<file path="config.mk">
export PLATFORM = sky130hd
export DESIGN_NAME = sbpad_ctrl
export DESIGN_NICKNAME = d
export VERILOG_FILES = /design/src/rtl/sbpad_pkg.sv /design/src/rtl/sbpad_drive_reg.sv /design/src/rtl/sbpad_state.sv /design/src/rtl/sbpad_decode.sv /design/src/rtl/sbpad_ctrl.sv
export SDC_FILE = /design/constraint.sdc
export NUM_CORES = 1
export LEC_CHECK = 0
export BUFFER_PORTS_ARGS = -buffer_cell sky130_fd_sc_hd__clkbuf_2
export CAP_MARGIN = 20
export CORE_ASPECT_RATIO = 0.75
export CORE_UTILIZATION = 48
export DETAILED_ROUTE_END_ITERATION = 10
export GPL_TIMING_DRIVEN = 1
export PLACE_DENSITY = 0.84
export REMOVE_ABC_BUFFERS = 1
export SYNTH_ARGS = -nofsm -noshare
export SYNTH_HDL_FRONTEND = slang
export SYNTH_HIERARCHICAL = 1
export SYNTH_SLANG_ARGS = --single-unit
</file>
<file path="constraint.sdc">
create_clock -name clk -period 1.7 [get_ports clk]
set_clock_uncertainty 0.05 [all_clocks]
set_input_delay 0.34 -clock clk [delete_from_list [all_inputs] [get_ports clk]]
set_output_delay 0.34 -clock clk [all_outputs]
set_load 0.01 [all_outputs]
</file>
<file path="src/rtl/sbpad_pkg.sv">
package sbpad_pkg;

  typedef enum logic [1:0] {
    MODE_RUN  = 2'd0,
    MODE_LITE = 2'd1,
    MODE_MID  = 2'd2,
    MODE_DEEP = 2'd3
  } sby_mode_e;

  // Output buffer in standby: on only for an output pin with drive bit set
  function automatic logic sby_out_en(input logic dir_bit, input logic drv_bit);
    return dir_bit & drv_bit;
  endfunction

  // Input buffer in standby: on only for an input pin with drive bit set
  function automatic logic sby_in_en(input logic dir_bit, input logic drv_bit);
    return (~dir_bit) & drv_bit;
  endfunction

  function automatic logic is_standby_code(input logic [1:0] code);
    return code != MODE_RUN;
  endfunction

endpackage

</file>
<file path="src/rtl/sbpad_drive_reg.sv">
module sbpad_drive_reg #(
  parameter int WIDTH = 8
) (
  input  logic             clk,
  input  logic             rst_n,
  input  logic             wr_en,
  input  logic [WIDTH-1:0] wr_data,
  output logic [WIDTH-1:0] drv_q
);
  localparam logic [WIDTH-1:0] RESET_VAL = '1;

  always_ff @(posedge clk or negedge rst_n) begin
    if (!rst_n)     drv_q <= RESET_VAL;
    else if (wr_en) drv_q <= wr_data;
  end


  hold_without_write_chk: assert property (@(posedge clk) disable iff (!rst_n)
    !wr_en |=> $stable(drv_q));


  write_lands_chk: assert property (@(posedge clk) disable iff (!rst_n)
    wr_en |=> drv_q == $past(wr_data));
endmodule

</file>
<file path="src/rtl/sbpad_state.sv">
module sbpad_state
  import sbpad_pkg::*;
#(
  parameter int WIDTH = 8
) (
  input  logic             clk,
  input  logic             rst_n,
  input  logic             halt_i,
  input  logic [1:0]       mode_i,
  input  logic             wake_i,
  input  logic [WIDTH-1:0] dir_i,
  input  logic [WIDTH-1:0] drv_i,
  output logic             in_sby,
  output logic             enter_ev,
  output logic             leave_ev,
  output logic [WIDTH-1:0] dir_snap,
  output logic [WIDTH-1:0] drv_snap
);
  assign enter_ev = halt_i && is_standby_code(mode_i) && !in_sby;
  assign leave_ev = in_sby && wake_i;

  always_ff @(posedge clk or negedge rst_n) begin
    if (!rst_n) begin
      in_sby   <= 1'b0;
      dir_snap <= '0;
      drv_snap <= '1;
    end else if (leave_ev) begin
      in_sby <= 1'b0;
    end else if (enter_ev) begin
      in_sby   <= 1'b1;
      dir_snap <= dir_i;
      drv_snap <= drv_i;
    end
  end


  enter_chk: assert property (@(posedge clk) disable iff (!rst_n)
    enter_ev |=> in_sby);


  run_halt_ignored_chk: assert property (@(posedge clk) disable iff (!rst_n)
    (!in_sby && halt_i && mode_i == MODE_RUN) |=> !in_sby);


  wake_exit_chk: assert property (@(posedge clk) disable iff (!rst_n)
    leave_ev |=> !in_sby);


  snap_frozen_chk: assert property (@(posedge clk) disable iff (!rst_n)
    (in_sby && !wake_i) |=> $stable(dir_snap) && $stable(drv_snap));


  snap_takes_old_drive_chk: assert property (@(posedge clk) disable iff (!rst_n)
    enter_ev |=> drv_snap == $past(drv_i));
endmodule

</file>
<file path="src/rtl/sbpad_decode.sv">
module sbpad_decode
  import sbpad_pkg::*;
#(
  parameter int WIDTH = 8
) (
  input  logic             in_sby,
  input  logic [WIDTH-1:0] dir_live,
  input  logic [WIDTH-1:0] dir_snap,
  input  logic [WIDTH-1:0] drv_snap,
  output logic [WIDTH-1:0] oe_o,
  output logic [WIDTH-1:0] ie_o
);
  for (genvar n = 0; n < WIDTH; n++) begin : g_pin
    logic sby_oe, sby_ie;
    assign sby_oe  = sby_out_en(dir_snap[n], drv_snap[n]);
    assign sby_ie  = sby_in_en(dir_snap[n], drv_snap[n]);
    assign oe_o[n] = in_sby ? sby_oe : dir_live[n];
    assign ie_o[n] = in_sby ? sby_ie : 1'b1;


    always_comb begin
      exclusive_buffers_chk: assert (!(in_sby && sby_oe && sby_ie));
    end
  end
endmodule

</file>
<file path="src/rtl/sbpad_ctrl.sv">
module sbpad_ctrl
  import sbpad_pkg::*;
#(
  parameter int WIDTH = 8
) (
  input  logic             clk,
  input  logic             rst_n,
  input  logic             drv_wr_en,
  input  logic [WIDTH-1:0] drv_wr_data,
  output logic [WIDTH-1:0] drv_rd_data,
  input  logic [WIDTH-1:0] dir_i,
  input  logic             halt_i,
  input  logic [1:0]       sby_mode,
  input  logic             wake_i,
  output logic [WIDTH-1:0] pad_oe,
  output logic [WIDTH-1:0] pad_ie
);
  logic [WIDTH-1:0] drv_q;
  logic [WIDTH-1:0] dir_snap, drv_snap;
  logic             in_sby, enter_ev, leave_ev;

  sbpad_drive_reg #(.WIDTH(WIDTH)) u_drv (
    .clk(clk), .rst_n(rst_n), .wr_en(drv_wr_en), .wr_data(drv_wr_data), .drv_q(drv_q)
  );

  sbpad_state #(.WIDTH(WIDTH)) u_state (
    .clk(clk), .rst_n(rst_n), .halt_i(halt_i), .mode_i(sby_mode), .wake_i(wake_i),
    .dir_i(dir_i), .drv_i(drv_q), .in_sby(in_sby), .enter_ev(enter_ev),
    .leave_ev(leave_ev), .dir_snap(dir_snap), .drv_snap(drv_snap)
  );

  sbpad_decode #(.WIDTH(WIDTH)) u_dec (
    .in_sby(in_sby), .dir_live(dir_i), .dir_snap(dir_snap), .drv_snap(drv_snap),
    .oe_o(pad_oe), .ie_o(pad_ie)
  );

  assign drv_rd_data = drv_q;


  run_inputs_open_chk: assert property (@(posedge clk) disable iff (!rst_n)
    !in_sby |-> pad_ie == '1);


  run_oe_follows_dir_chk: assert property (@(posedge clk) disable iff (!rst_n)
    !in_sby |-> pad_oe == dir_i);


  pads_frozen_in_sby_chk: assert property (@(posedge clk) disable iff (!rst_n)
    (in_sby && !wake_i) |=> $stable(pad_oe) && $stable(pad_ie));
endmodule

</file>
==> insert_results.sql, run 1 <==
INSERT INTO impl_metrics (metric_group, metric, value, unit) VALUES
('setup_path', 'critical_path.startpoint', 'u_state/drv_snap[6]$_DFFE_PN1P_', ''),
('placed_design', 'hpwl', '1770', 'um'),
('timing', 'achievable-frequency', '608', 'MHz'),
('worst_hold_path', 'timing.hold.worst.start', 'wake_i', ''),
('drt', 'wl_per_cell', '12.8', 'um'),
('pwr', 'power-per-cell-area', '1040', 'nW/um2'),
('pwr', 'power.static_leakage', '0.785', 'nW'),
('floorplanning', 'die_height', '46.1', 'um'),
('global_routing', 'global_route.overflow_total', '0', ''),
('setup_path', 'critical_path_buf_inv_count', '2', ''),
('floorplanning', 'core', '2360', 'um2'),
('setup_path', 'setup.reg_to_reg.worst_slack', '310', 'ps'),
('drt', 'route.vias.total', '874', ''),
('clock_network', 'tritoncts_num_sinks', '25', ''),
('global_routing', 'total_routing_usage_reported_by_global_routing', '17.8', '%'),
('timing', 'worstMarginPinSlew', '571', 'ps'),
('drt', 'drt_first_iter_violations', '16', ''),
('setup_path', 'worst-path-max-fanout', '3', ''),
('clock_network', 'clock_insertion_delay_worst_skew', '300', 'ps'),
('worst_hold_path', 'worstHoldPathType', 'input port to flop', ''),
('floorplanning', 'die_width', '60.8', 'um'),
('final_layout', 'antenna_cells', '0', ''),
('timing', 'setup_repair_after_global_routing_missed_its_margin', 'no', ''),
('drt', 'post-route-drc-count', '0', ''),
('drt', 'residual_antenna_violating_net_count_after_detailed_routing', '0', ''),
('clock_network', 'worst_setup_hold_path_clk_slew', '120', 'ps'),
('floorplanning', 'floorplan.io_pins', '47', ''),
('timing', 'setup-tns-final', '0', 'ps'),
('timing', 'timing.slew.headroom', '61.9', '%'),
('drt', 'firstDrtPassIters', '4', ''),
('setup_path', 'crit_path_start_kind', 'flop', ''),
('timing', 'fin_hold_viols', '0', ''),
('final_layout', 'area_delta_synth_final', '23.3', '%'),
('setup_path', 'r2r-start', 'u_state/in_sby$_DFFE_PN0P_', ''),
('flow_run', 'drv.max_cap_violation_count', '0', ''),
('floorplanning', 'floorplan.initialDensity', '52.6', '%'),
('run_status', 'status', 'complete, no violations', ''),
('setup_path', 'critical-path-max-stage-delay', '570', 'ps'),
('clock_network', 'htreeDepth', '1', ''),
('setup_path', 'critical-path-top-delay-family', 'flip-flops', ''),
('placed_design', 'gp_congestion', '0.809', ''),
('logic_synthesis', 'post_synth_inst_count', '96', ''),
('final_layout', 'post-route-util', '64.9', '%'),
('final_layout', 'final_cell_mix', 'clkbuf_2, mux2_4, inv_1, dfstp_2', ''),
('timing', 'final_period_minus_worst_setup_slack', '1650', 'ps'),
('final_layout', 'drive_gt1_share', '65.3', '%'),
('drt', 'totalWireLength', '2310', 'um'),
('floorplanning', 'fp-row-count', '15', ''),
('placed_design', 'portBuffers', '46', ''),
('drt', 'average_via_count_per_standard_cell', '4.83', ''),
('final_layout', 'mostFrequentLayoutCell', 'clkbuf_2', ''),
('final_layout', 'layout.nets', '171', ''),
('global_routing', 'largest_net_degree_at_the_start_of_global_routing', '26', ''),
('pwr', 'max-vdd-ir-drop', '0.539', 'mV'),
('setup_path', 'kind_of_critical_path', 'flop to primary output', ''),
('setup_path', 'worst_ep_arrival_time', '1260', 'ps'),
('timing', 'post_route_clock_period_utilization', '96.8', '%'),
('global_routing', 'antenna_violations_before_repair', '0', ''),
('setup_path', 'worstSetupEndpointType', 'primary output', ''),
('setup_path', 'cp_slowest_cell', 'dfstp_2', ''),
('floorplanning', 'dieArea', '2800', 'um2'),
('global_routing', 'grt_pass1_wl', '3510', 'um'),
('timing', 'setup-violations-final', '0', ''),
('global_routing', 'first_global_vias', '834', ''),
('setup_path', 'worst_ep_required_time', '1310', 'ps'),
('logic_synthesis', 'avgSynthCellArea', '13.0', 'um2'),
('logic_synthesis', 'yosys_warnings', '6', ''),
('clock_network', 'clock-root-buffer', 'clkbuf_4', ''),
('timing', 'max_slew_violation_count', '0', ''),
('logic_synthesis', 'cell_area_after_synthesis', '1240', 'um2'),
('setup_path', 'crit_path_cell_trace', 'inv_1, o21ai_0, clkbuf_2', ''),
('clock_network', 'cts_made_buffers', '3', ''),
('clock_network', 'clock_path_buffers', '2', ''),
('clock_network', 'cts_tree', 'yes', '');
==> worst paths after layout <==
path | end | cells after the start
min in group asynchronous | u_state/dir_snap[3]$_DFFE_PN0P_ | 2
max in group asynchronous | u_drv/drv_q[1]$_DFFE_PN1P_ | 2
hold / removal | u_state/in_sby$_DFFE_PN0P_ | 2
hold reg to reg | u_state/dir_snap[3]$_DFFE_PN0P_ | 1
setup / recovery | pad_ie[6] | 3
setup reg to reg | u_state/dir_snap[2]$_DFFE_PN0P_ | 4
==> power breakdown <==
part	internal [W]	leakage, nW	switching, W
sequential	0.000766	0.274	0.0000959
combinational	0.000264	0.494	0.000207
clock	0.0000879	0.0177	0.000167
total	0.00112	0.785	0.000470
==> flip-flops by register name (all words and copies together) (netlist names) <==
register	count
u_drv/drv_q	8
u_state/dir_snap	8
u_state/drv_snap	8
u_state/in_sby	1
==> layer usage <==
layer / wire [um] / GRT usage, %
met4: 7 / 4.55
met5: 0 / 0
met2: 1040 / 29.2
met3: 130 / 6.18
met1: 1130 / 22.6
==> stage by stage <==
step | setup slack [ps] | cells | instance area [um2] | power (W) | hold slack (ps)
after floorplan | 125 | 92 | 1190 | 0.00114 | -5.59
after global placement | 377 | 176 | 1490 | 0.00131 | 313
after detailed placement | 343 | 176 | 1490 | 0.00134 | 313
after CTS | 33.3 | 181 | 1530 | 0.00160 | 147
after global routing | 1.26 | 181 | 1530 | 0.00169 | 151
final | 54.1 | 181 | 1530 | 0.00159 | 174
==> layout make-up <==
| type | instances | area, um2 |
|---|---|---|
| multi-input combinational | 51 | 484 |
| tap | 34 | 42.5 |
| clock buffer | 3 | 22.5 |
| clock inverter | 1 | 5.00 |
| fill | 198 | 831 |
| timing repair buffer | 51 | 274 |
| inverter | 16 | 60.1 |
| sequential | 25 | 646 |
==> timing repair <==
action / in CTS / in global routing
endpoints found under the hold margin: 9 / 0
endpoints found under the setup margin: 0 / 11
buffers inserted: 0 / 0
hold buffers: 1 / 0
resized for setup: 0 / 11
No activity file was read; power rests on OpenSTA's default activity.
==> run 2, diff against run 1 <==
--- a/config.mk
+++ b/config.mk
@@ -10,7 +10,7 @@
 export CORE_ASPECT_RATIO = 0.75
 export CORE_UTILIZATION = 48
 export DETAILED_ROUTE_END_ITERATION = 10
-export GPL_TIMING_DRIVEN = 1
+export GPL_TIMING_DRIVEN = 0
 export PLACE_DENSITY = 0.84
 export REMOVE_ABC_BUFFERS = 1
 export SYNTH_ARGS = -nofsm -noshare
==> run 2 against run 1 <==
Effect of this change:
- the run now ends with negative setup slack left
- core utilization grew 7.6 points
- wire length grew 22%
- largest power group unchanged
- cell count grew 2.2%
- worst hold slack lost 60 ps
- largest cell class unchanged
- power grew 10%
==> insert_results.sql, run 2 (synthesis gave the netlist of run 1 again) <==
INSERT INTO impl_metrics (metric_group, metric, value, unit) VALUES
('drt', 'firstDrtPassIters', '4', ''),
('timing', 'timing.slew.headroom', '59.5', '%'),
('global_routing', 'antenna_violations_before_repair', '0', ''),
('clock_network', 'cts_made_buffers', '3', ''),
('placed_design', 'portBuffers', '46', ''),
('setup_path', 'worst_ep_required_time', '1310', 'ps'),
('global_routing', 'total_routing_usage_reported_by_global_routing', '18.2', '%'),
('placed_design', 'gp_congestion', '0.656', ''),
('final_layout', 'antenna_cells', '0', ''),
('timing', 'post_route_clock_period_utilization', '101', '%'),
('floorplanning', 'die_height', '46.1', 'um'),
('pwr', 'switching_share', '32.4', '%'),
('global_routing', 'global_route.overflow_total', '0', ''),
('setup_path', 'kind_of_critical_path', 'flop to primary output', ''),
('flow_run', 'drv.max_cap_violation_count', '0', ''),
('floorplanning', 'dieArea', '2800', 'um2'),
('run_status', 'status', 'finished, violations left', ''),
('pwr', 'design_power_total', '0.00175', 'W'),
('pwr', 'reg_power_share', '51.6', '%'),
('setup_path', 'crit_path_start_kind', 'flop', ''),
('run_status', 'failed_checks', 'negative setup slack', ''),
('setup_path', 'crit_path_cell_trace', 'buf_12, nand3_2, o21ai_2, buf_2', ''),
('final_layout', 'n_fill_cell', '191', ''),
('clock_network', 'cts_tree', 'yes', ''),
('final_layout', 'mostFrequentLayoutCell', 'clkbuf_2', ''),
('timing', 'final_period_minus_worst_setup_slack', '1720', 'ps'),
('global_routing', 'first_global_vias', '802', ''),
('worst_hold_path', 'worstHoldPathType', 'input port to flop', ''),
('clock_network', 'htreeDepth', '1', ''),
('timing', 'achievable-frequency', '583', 'MHz'),
('pwr', 'max-vdd-ir-drop', '0.662', 'mV'),
('timing', 'setup_slack', '-15.3', 'ps'),
('placed_design', 'hpwl', '1640', 'um'),
('final_layout', 'layout.nets', '175', ''),
('floorplanning', 'floorplan.io_pins', '47', ''),
('floorplanning', 'floorplan.initialDensity', '52.6', '%'),
('placed_design', 'placed_cells_incl_taps', '172', ''),
('timing', 'setup-tns-final', '-44.5', 'ps'),
('clock_network', 'clock_insertion_delay_worst_skew', '330', 'ps'),
('setup_path', 'worst_ep_arrival_time', '1330', 'ps'),
('final_layout', 'area_delta_synth_final', '37.7', '%'),
('final_layout', 'final_cells', '185', ''),
('pwr', 'power.static_leakage', '0.839', 'nW'),
('final_layout', 'register_cell_area_after_layout', '649', 'um2'),
('pwr', 'switching_power', '0.000568', 'W'),
('pwr', 'combPwrFrac', '32.8', '%'),
('drt', 'residual_antenna_violating_net_count_after_detailed_routing', '0', ''),
('floorplanning', 'die_width', '60.8', 'um'),
('setup_path', 'worst-path-max-fanout', '7', ''),
('setup_path', 'worstSetupEndpointType', 'primary output', ''),
('timing', 'max_slew_violation_count', '0', ''),
('timing', 'setup_repair_after_global_routing_missed_its_margin', 'yes', ''),
('final_layout', 'drive_gt1_share', '80.8', '%'),
('pwr', 'clockPowerShare', '15.6', '%'),
('global_routing', 'largest_net_degree_at_the_start_of_global_routing', '27', ''),
('final_layout', 'multi_input_comb_area', '572', 'um2'),
('drt', 'route.vias.total', '927', ''),
('setup_path', 'critical-path-max-stage-delay', '580', 'ps'),
('drt', 'post-route-drc-count', '0', ''),
('final_layout', 'final_cell_mix', 'clkbuf_2, mux2_4, inv_1, dfstp_2', ''),
('drt', 'average_via_count_per_standard_cell', '5.01', ''),
('drt', 'totalWireLength', '2820', 'um'),
('pwr', 'power-per-cell-area', '1020', 'nW/um2'),
('floorplanning', 'core', '2360', 'um2'),
('timing', 'fin_hold_viols', '0', ''),
('clock_network', 'tritoncts_num_sinks', '25', ''),
('clock_network', 'worst_setup_hold_path_clk_slew', '150', 'ps'),
('drt', 'drt_first_iter_violations', '28', ''),
('timing', 'worstMarginPinSlew', '607', 'ps'),
('clock_network', 'clock_path_buffers', '2', ''),
('final_layout', 'largestRegisters', 'u_drv/drv_q (8), u_state/dir_snap (8), u_state/drv_snap (8)', ''),
('pwr', 'p_int', '0.00119', 'W'),
('global_routing', 'grt_pass1_wl', '3650', 'um'),
('drt', 'wl_per_cell', '15.2', 'um'),
('setup_path', 'cp_slowest_cell', 'dfrtp_4', ''),
('timing', 'setup-violations-final', '4', ''),
('floorplanning', 'fp-row-count', '15', ''),
('clock_network', 'clock-root-buffer', 'clkbuf_4', '');
[run 2: changes by cell type in the layout (fill, tap and decap cells not counted), moves of 3 or more]
cell	previous run	this run
nand3_2	0	7
buf_2	3	15
o21ai_1	9	1
buf_12	0	3
o21ai_2	1	15
nand3_1	8	1
o21ai_0	7	1
clkbuf_2	43	31
[run 2: final timing paths]
check | from | to | slack, ps | cells past startpoint
worst max-delay path | u_state/in_sby$_DFFE_PN0P_ | pad_oe[6] | -20 | 4
worst min-delay path | wake_i | u_state/in_sby$_DFFE_PN0P_ | 110 | 2
worst max register to register | u_state/in_sby$_DFFE_PN0P_ | u_state/dir_snap[2]$_DFFE_PN0P_ | 10 | 5
worst min register to register | u_state/dir_snap[5]$_DFFE_PN0P_ | u_state/dir_snap[5]$_DFFE_PN0P_ | 540 | 1
max in group asynchronous | rst_n | u_state/in_sby$_DFFE_PN0P_ | 680 | 2
min in group asynchronous | rst_n | u_state/dir_snap[5]$_DFFE_PN0P_ | 470 | 2
[run 2: layer usage]
layer  track usage (%)  vias to the layer above  share of wire [%]
met4              2.73                        0                  0
met1              24.1                      460                 42
met2              30.3                       37                 52
met5                 0                        -                  0
met3              5.62                        0                5.7
li1                  -                      430                  -
[run 2: metrics by stage]
step	worst slack [ps]	hold WS, ps	utilization, %	instance area [um2]
after global placement	-114	311	61.9	1460
after CTS	-12.7	90.0	64.9	1530
final	-15.3	114	72.4	1710
after floorplan	125	-5.59	-	1190
after global routing	-73.5	76.2	72.4	1710
after detailed placement	-137	322	61.9	1460
[run 2: power groups by stage]
| stage | Sequential [W] | Combinational [W] | Clock, W |
|---|---|---|---|
| floorplan | 0.000862 | 0.000273 | 0 |
| global placement | 0.000873 | 0.000418 | 0 |
| detailed placement | 0.000885 | 0.000433 | 0 |
| CTS | 0.000879 | 0.000448 | 0.000289 |
| global route | 0.000921 | 0.000622 | 0.000306 |
| finish | 0.000904 | 0.000575 | 0.000274 |
[run 2: final cells by class]
type	count	share of cell area [%]
inverter	16	3.51
clock inverter	1	0.438
sequential	25	37.9
clock buffer	3	1.31
tap	34	2.48
timing repair buffer	55	21.0
multi-input combinational	51	33.4
[run 2: timing repair]
action                                 4_1_cts  5_1_grt
pin swaps                                    1        6
hold buffers                                 1        0
resized for setup                            5       49
cloned                                       0        1
setup buffers                                2        5
endpoints found under the hold margin        9        0
setup endpoints to repair                   32       14
[run 2: critical path: cells and delay by family, from the launching register on]
family | cells | cell delay [ps]
AND/OR/NAND/NOR | 1 | 70
AO/OA/AOI/OAI | 1 | 50
flip-flops | 1 | 580
buffers and inverters | 2 | 300
==> run 3, diff against run 2 <==
--- a/config.mk
+++ b/config.mk
@@ -8,12 +8,11 @@
 export BUFFER_PORTS_ARGS = -buffer_cell sky130_fd_sc_hd__clkbuf_2
 export CAP_MARGIN = 20
 export CORE_ASPECT_RATIO = 0.75
-export CORE_UTILIZATION = 48
+export CORE_UTILIZATION = 47
 export DETAILED_ROUTE_END_ITERATION = 10
 export GPL_TIMING_DRIVEN = 0
-export PLACE_DENSITY = 0.84
+export PLACE_DENSITY = 0.83
 export REMOVE_ABC_BUFFERS = 1
 export SYNTH_ARGS = -nofsm -noshare
 export SYNTH_HDL_FRONTEND = slang
-export SYNTH_HIERARCHICAL = 1
 export SYNTH_SLANG_ARGS = --single-unit
==> run 3 against run 2 <==
Effect of this change:
- the run now ends clean
- combinational power decreased by 7.5%
- wire length decreased by 8.6%
- worst setup slack improved by 36 ps
- largest cell class unchanged
- synthesized area decreased by 2.3%
==> insert_results.sql, run 3 <==
INSERT INTO impl_metrics (metric_group, metric, value, unit) VALUES
('floorplanning', 'dieArea', '2790', 'um2'),
('clock_network', 'clock-root-buffer', 'clkbuf_4', ''),
('global_routing', 'antenna_violations_before_repair', '0', ''),
('pwr', 'power.static_leakage', '0.792', 'nW'),
('logic_synthesis', 'post_synth_inst_count', '97', ''),
('run_status', 'status', 'complete, no violations', ''),
('drt', 'post-route-drc-count', '0', ''),
('timing', 'post_route_clock_period_utilization', '98.8', '%'),
('logic_synthesis', 'post_synth_most_frequent_cells', 'dfstp_2, inv_1, o21ai_0', ''),
('logic_synthesis', 'synth_seq_area_share', '53.1', '%'),
('setup_path', 'kind_of_critical_path', 'flop to primary output', ''),
('drt', 'average_via_count_per_standard_cell', '5.00', ''),
('logic_synthesis', 'proportion_of_netlist_area_held_by_the_largest_area_contributor', '34.6', '%'),
('setup_path', 'crit_path_cell_trace', 'buf_6, o21ai_1, clkbuf_2', ''),
('pwr', 'max-vdd-ir-drop', '0.582', 'mV'),
('clock_network', 'clock_path_buffers', '2', ''),
('clock_network', 'cts_made_buffers', '3', ''),
('worst_hold_path', 'worstHoldPathType', 'input port to flop', ''),
('final_layout', 'post-route-util', '68.7', '%'),
('timing', 'setup_slack', '21.2', 'ps'),
('clock_network', 'htreeDepth', '1', ''),
('setup_path', 'worst_ep_required_time', '1310', 'ps'),
('timing', 'max_slew_violation_count', '0', ''),
('logic_synthesis', 'synth_cell_types', '14', ''),
('drt', 'drt_first_iter_violations', '25', ''),
('logic_synthesis', 'number_of_enable_flip_flop_cells_after_synthesis', '0', ''),
('drt', 'totalWireLength', '2580', 'um'),
('logic_synthesis', 'yosys_warnings', '0', ''),
('timing', 'timing.slew.headroom', '58.9', '%'),
('floorplanning', 'die_width', '60.7', 'um'),
('logic_synthesis', 'ys_ff_latch', '25', ''),
('setup_path', 'critical-path-max-stage-delay', '540', 'ps'),
('final_layout', 'design_area', '1630', 'um2'),
('timing', 'final_period_minus_worst_setup_slack', '1680', 'ps'),
('global_routing', 'first_global_vias', '902', ''),
('placed_design', 'placement.cell_area', '1440', 'um2'),
('setup_path', 'cp_slowest_cell', 'dfrtp_4', ''),
('logic_synthesis', 'main_area_contributors_after_synthesis', 'dfstp_2, dfrtp_1, mux2_2, mux2_4, o21ai_0', ''),
('logic_synthesis', 'yosysTopAreaCell', 'dfstp_2', ''),
('setup_path', 'crit_path_start_kind', 'flop', ''),
('drt', 'wl_per_cell', '13.9', 'um'),
('placed_design', 'post-place-ws', '-136', 'ps'),
('floorplanning', 'die_height', '46.0', 'um'),
('placed_design', 'gp_congestion', '0.719', ''),
('final_layout', 'mostFrequentLayoutCell', 'clkbuf_2', ''),
('global_routing', 'total_routing_usage_reported_by_global_routing', '19.6', '%'),
('global_routing', 'global_route.overflow_total', '0', ''),
('final_layout', 'antenna_cells', '0', ''),
('setup_path', 'worst_ep_arrival_time', '1290', 'ps'),
('global_routing', 'largest_net_degree_at_the_start_of_global_routing', '26', ''),
('timing', 'timing.hold.ws', '108', 'ps'),
('global_routing', 'grt_pass1_wl', '3910', 'um'),
('timing', 'fin_hold_viols', '0', ''),
('clock_network', 'tritoncts_num_sinks', '25', ''),
('setup_path', 'worstSetupEndpointType', 'primary output', ''),
('floorplanning', 'floorplan.initialDensity', '51.4', '%'),
('final_layout', 'n_fill_cell', '189', ''),
('drt', 'firstDrtPassIters', '4', ''),
('clock_network', 'worst_setup_hold_path_clk_slew', '150', 'ps'),
('final_layout', 'final_cell_mix', 'clkbuf_2, inv_1, dfstp_2', ''),
('logic_synthesis', 'ys.flop_type', 'dfstp_2', ''),
('floorplanning', 'fp-row-count', '15', ''),
('timing', 'setup_repair_after_global_routing_missed_its_margin', 'yes', ''),
('floorplanning', 'floorplan.io_pins', '47', ''),
('final_layout', 'layout.nets', '176', ''),
('logic_synthesis', 'asyncSetResetFlopFracSynth', '100', '%'),
('logic_synthesis', 'cell_area_after_synthesis', '1210', 'um2'),
('logic_synthesis', 'avgSynthCellArea', '12.5', 'um2'),
('clock_network', 'cts_tree', 'yes', ''),
('final_layout', 'largestRegisters', 'u_drv.drv_q (8), u_state.dir_snap (8), u_state.drv_snap (8)', ''),
('drt', 'residual_antenna_violating_net_count_after_detailed_routing', '0', ''),
('drt', 'route.vias.total', '930', ''),
('pwr', 'power-per-cell-area', '1030', 'nW/um2'),
('placed_design', 'hpwl', '1630', 'um'),
('flow_run', 'drv.max_cap_violation_count', '0', ''),
('timing', 'worstMarginPinSlew', '617', 'ps'),
('final_layout', 'area_delta_synth_final', '33.8', '%'),
('floorplanning', 'core', '2360', 'um2'),
('setup_path', 'worst-path-max-fanout', '5', ''),
('placed_design', 'portBuffers', '46', ''),
('clock_network', 'clock_insertion_delay_worst_skew', '330', 'ps'),
('timing', 'setup-violations-final', '0', ''),
('timing', 'achievable-frequency', '596', 'MHz'),
('final_layout', 'drive_gt1_share', '73.0', '%');
[run 3: per-stage QoR]
stage	std cells	total power (W)	setup TNS [ps]
2_1_floorplan	92	0.00113	0
4_1_cts	183	0.00163	-15.5
5_1_grt	186	0.00178	-317
6_report	186	0.00168	0
3_3_place_gp	172	0.00128	-939
3_5_place_dp	172	0.00131	-1190
[run 3: final timing paths]
kind                                                  from                               to  slack (ps)  cells past startpoint
min                                                 wake_i       u_state.in_sby$_DFFE_PN0P_         110                      2
max reg2reg                     u_state.in_sby$_DFFE_PN0P_  u_state.dir_snap[3]$_DFFE_PN0P_          60                      5
min in group asynchronous                            rst_n  u_state.dir_snap[5]$_DFFE_PN0P_         480                      2
max in group asynchronous                            rst_n       u_state.in_sby$_DFFE_PN0P_         670                      2
max                             u_state.in_sby$_DFFE_PN0P_                        pad_oe[7]          20                      3
min reg2reg                u_state.dir_snap[7]$_DFFE_PN0P_  u_state.dir_snap[7]$_DFFE_PN0P_         510                      1
[run 3: kinds of logic after synthesis]
family          Yosys count  share of synthesized area (%)
compound gates           17                           7.93
buf+inv                  21                           8.55
flops                    25                           53.1
mux                      25                           26.2
simple gates              9                           4.22
[run 3: metal layers]
metal	share of wire (%)	vias up	GRT usage [%]	routed length [um]
met2	50	45	35.8	1280
met5	0	-	0	0
met4	0	0	2.73	0
li1	-	433	-	-
met1	43	452	23.1	1100
met3	7.7	0	6.53	198
[run 3: area by class of cell]
cell class	instances	area, um2	area share [%]
Sequential cell	25	649	40.0
Multi-Input combinational cell	51	504	31.0
Clock buffer	3	22.5	1.39
Clock inverter	1	7.51	0.462
Tap cell	34	42.5	2.62
Timing Repair Buffer	56	339	20.9
Inverter	16	60.1	3.70
[run 3: critical path, delay by kind of cell, from the launching register on]
kind / cells / cell delay [ps]
flops: 1 / 540
buf+inv: 2 / 290
compound gates: 1 / 120
[run 3: timing repair]
action,4_1_cts,5_1_grt
setup endpoints to repair,32,16
hold buffers,1,0
pin swaps,1,1
setup buffers,6,3
hold endpoints to repair,9,0
gates resized for setup,7,38
[run 3: power breakdown]
part	switching [W]	internal, W
combinational	0.000231	0.000301
clock	0.000186	0.0000901
sequential	0.000105	0.000768
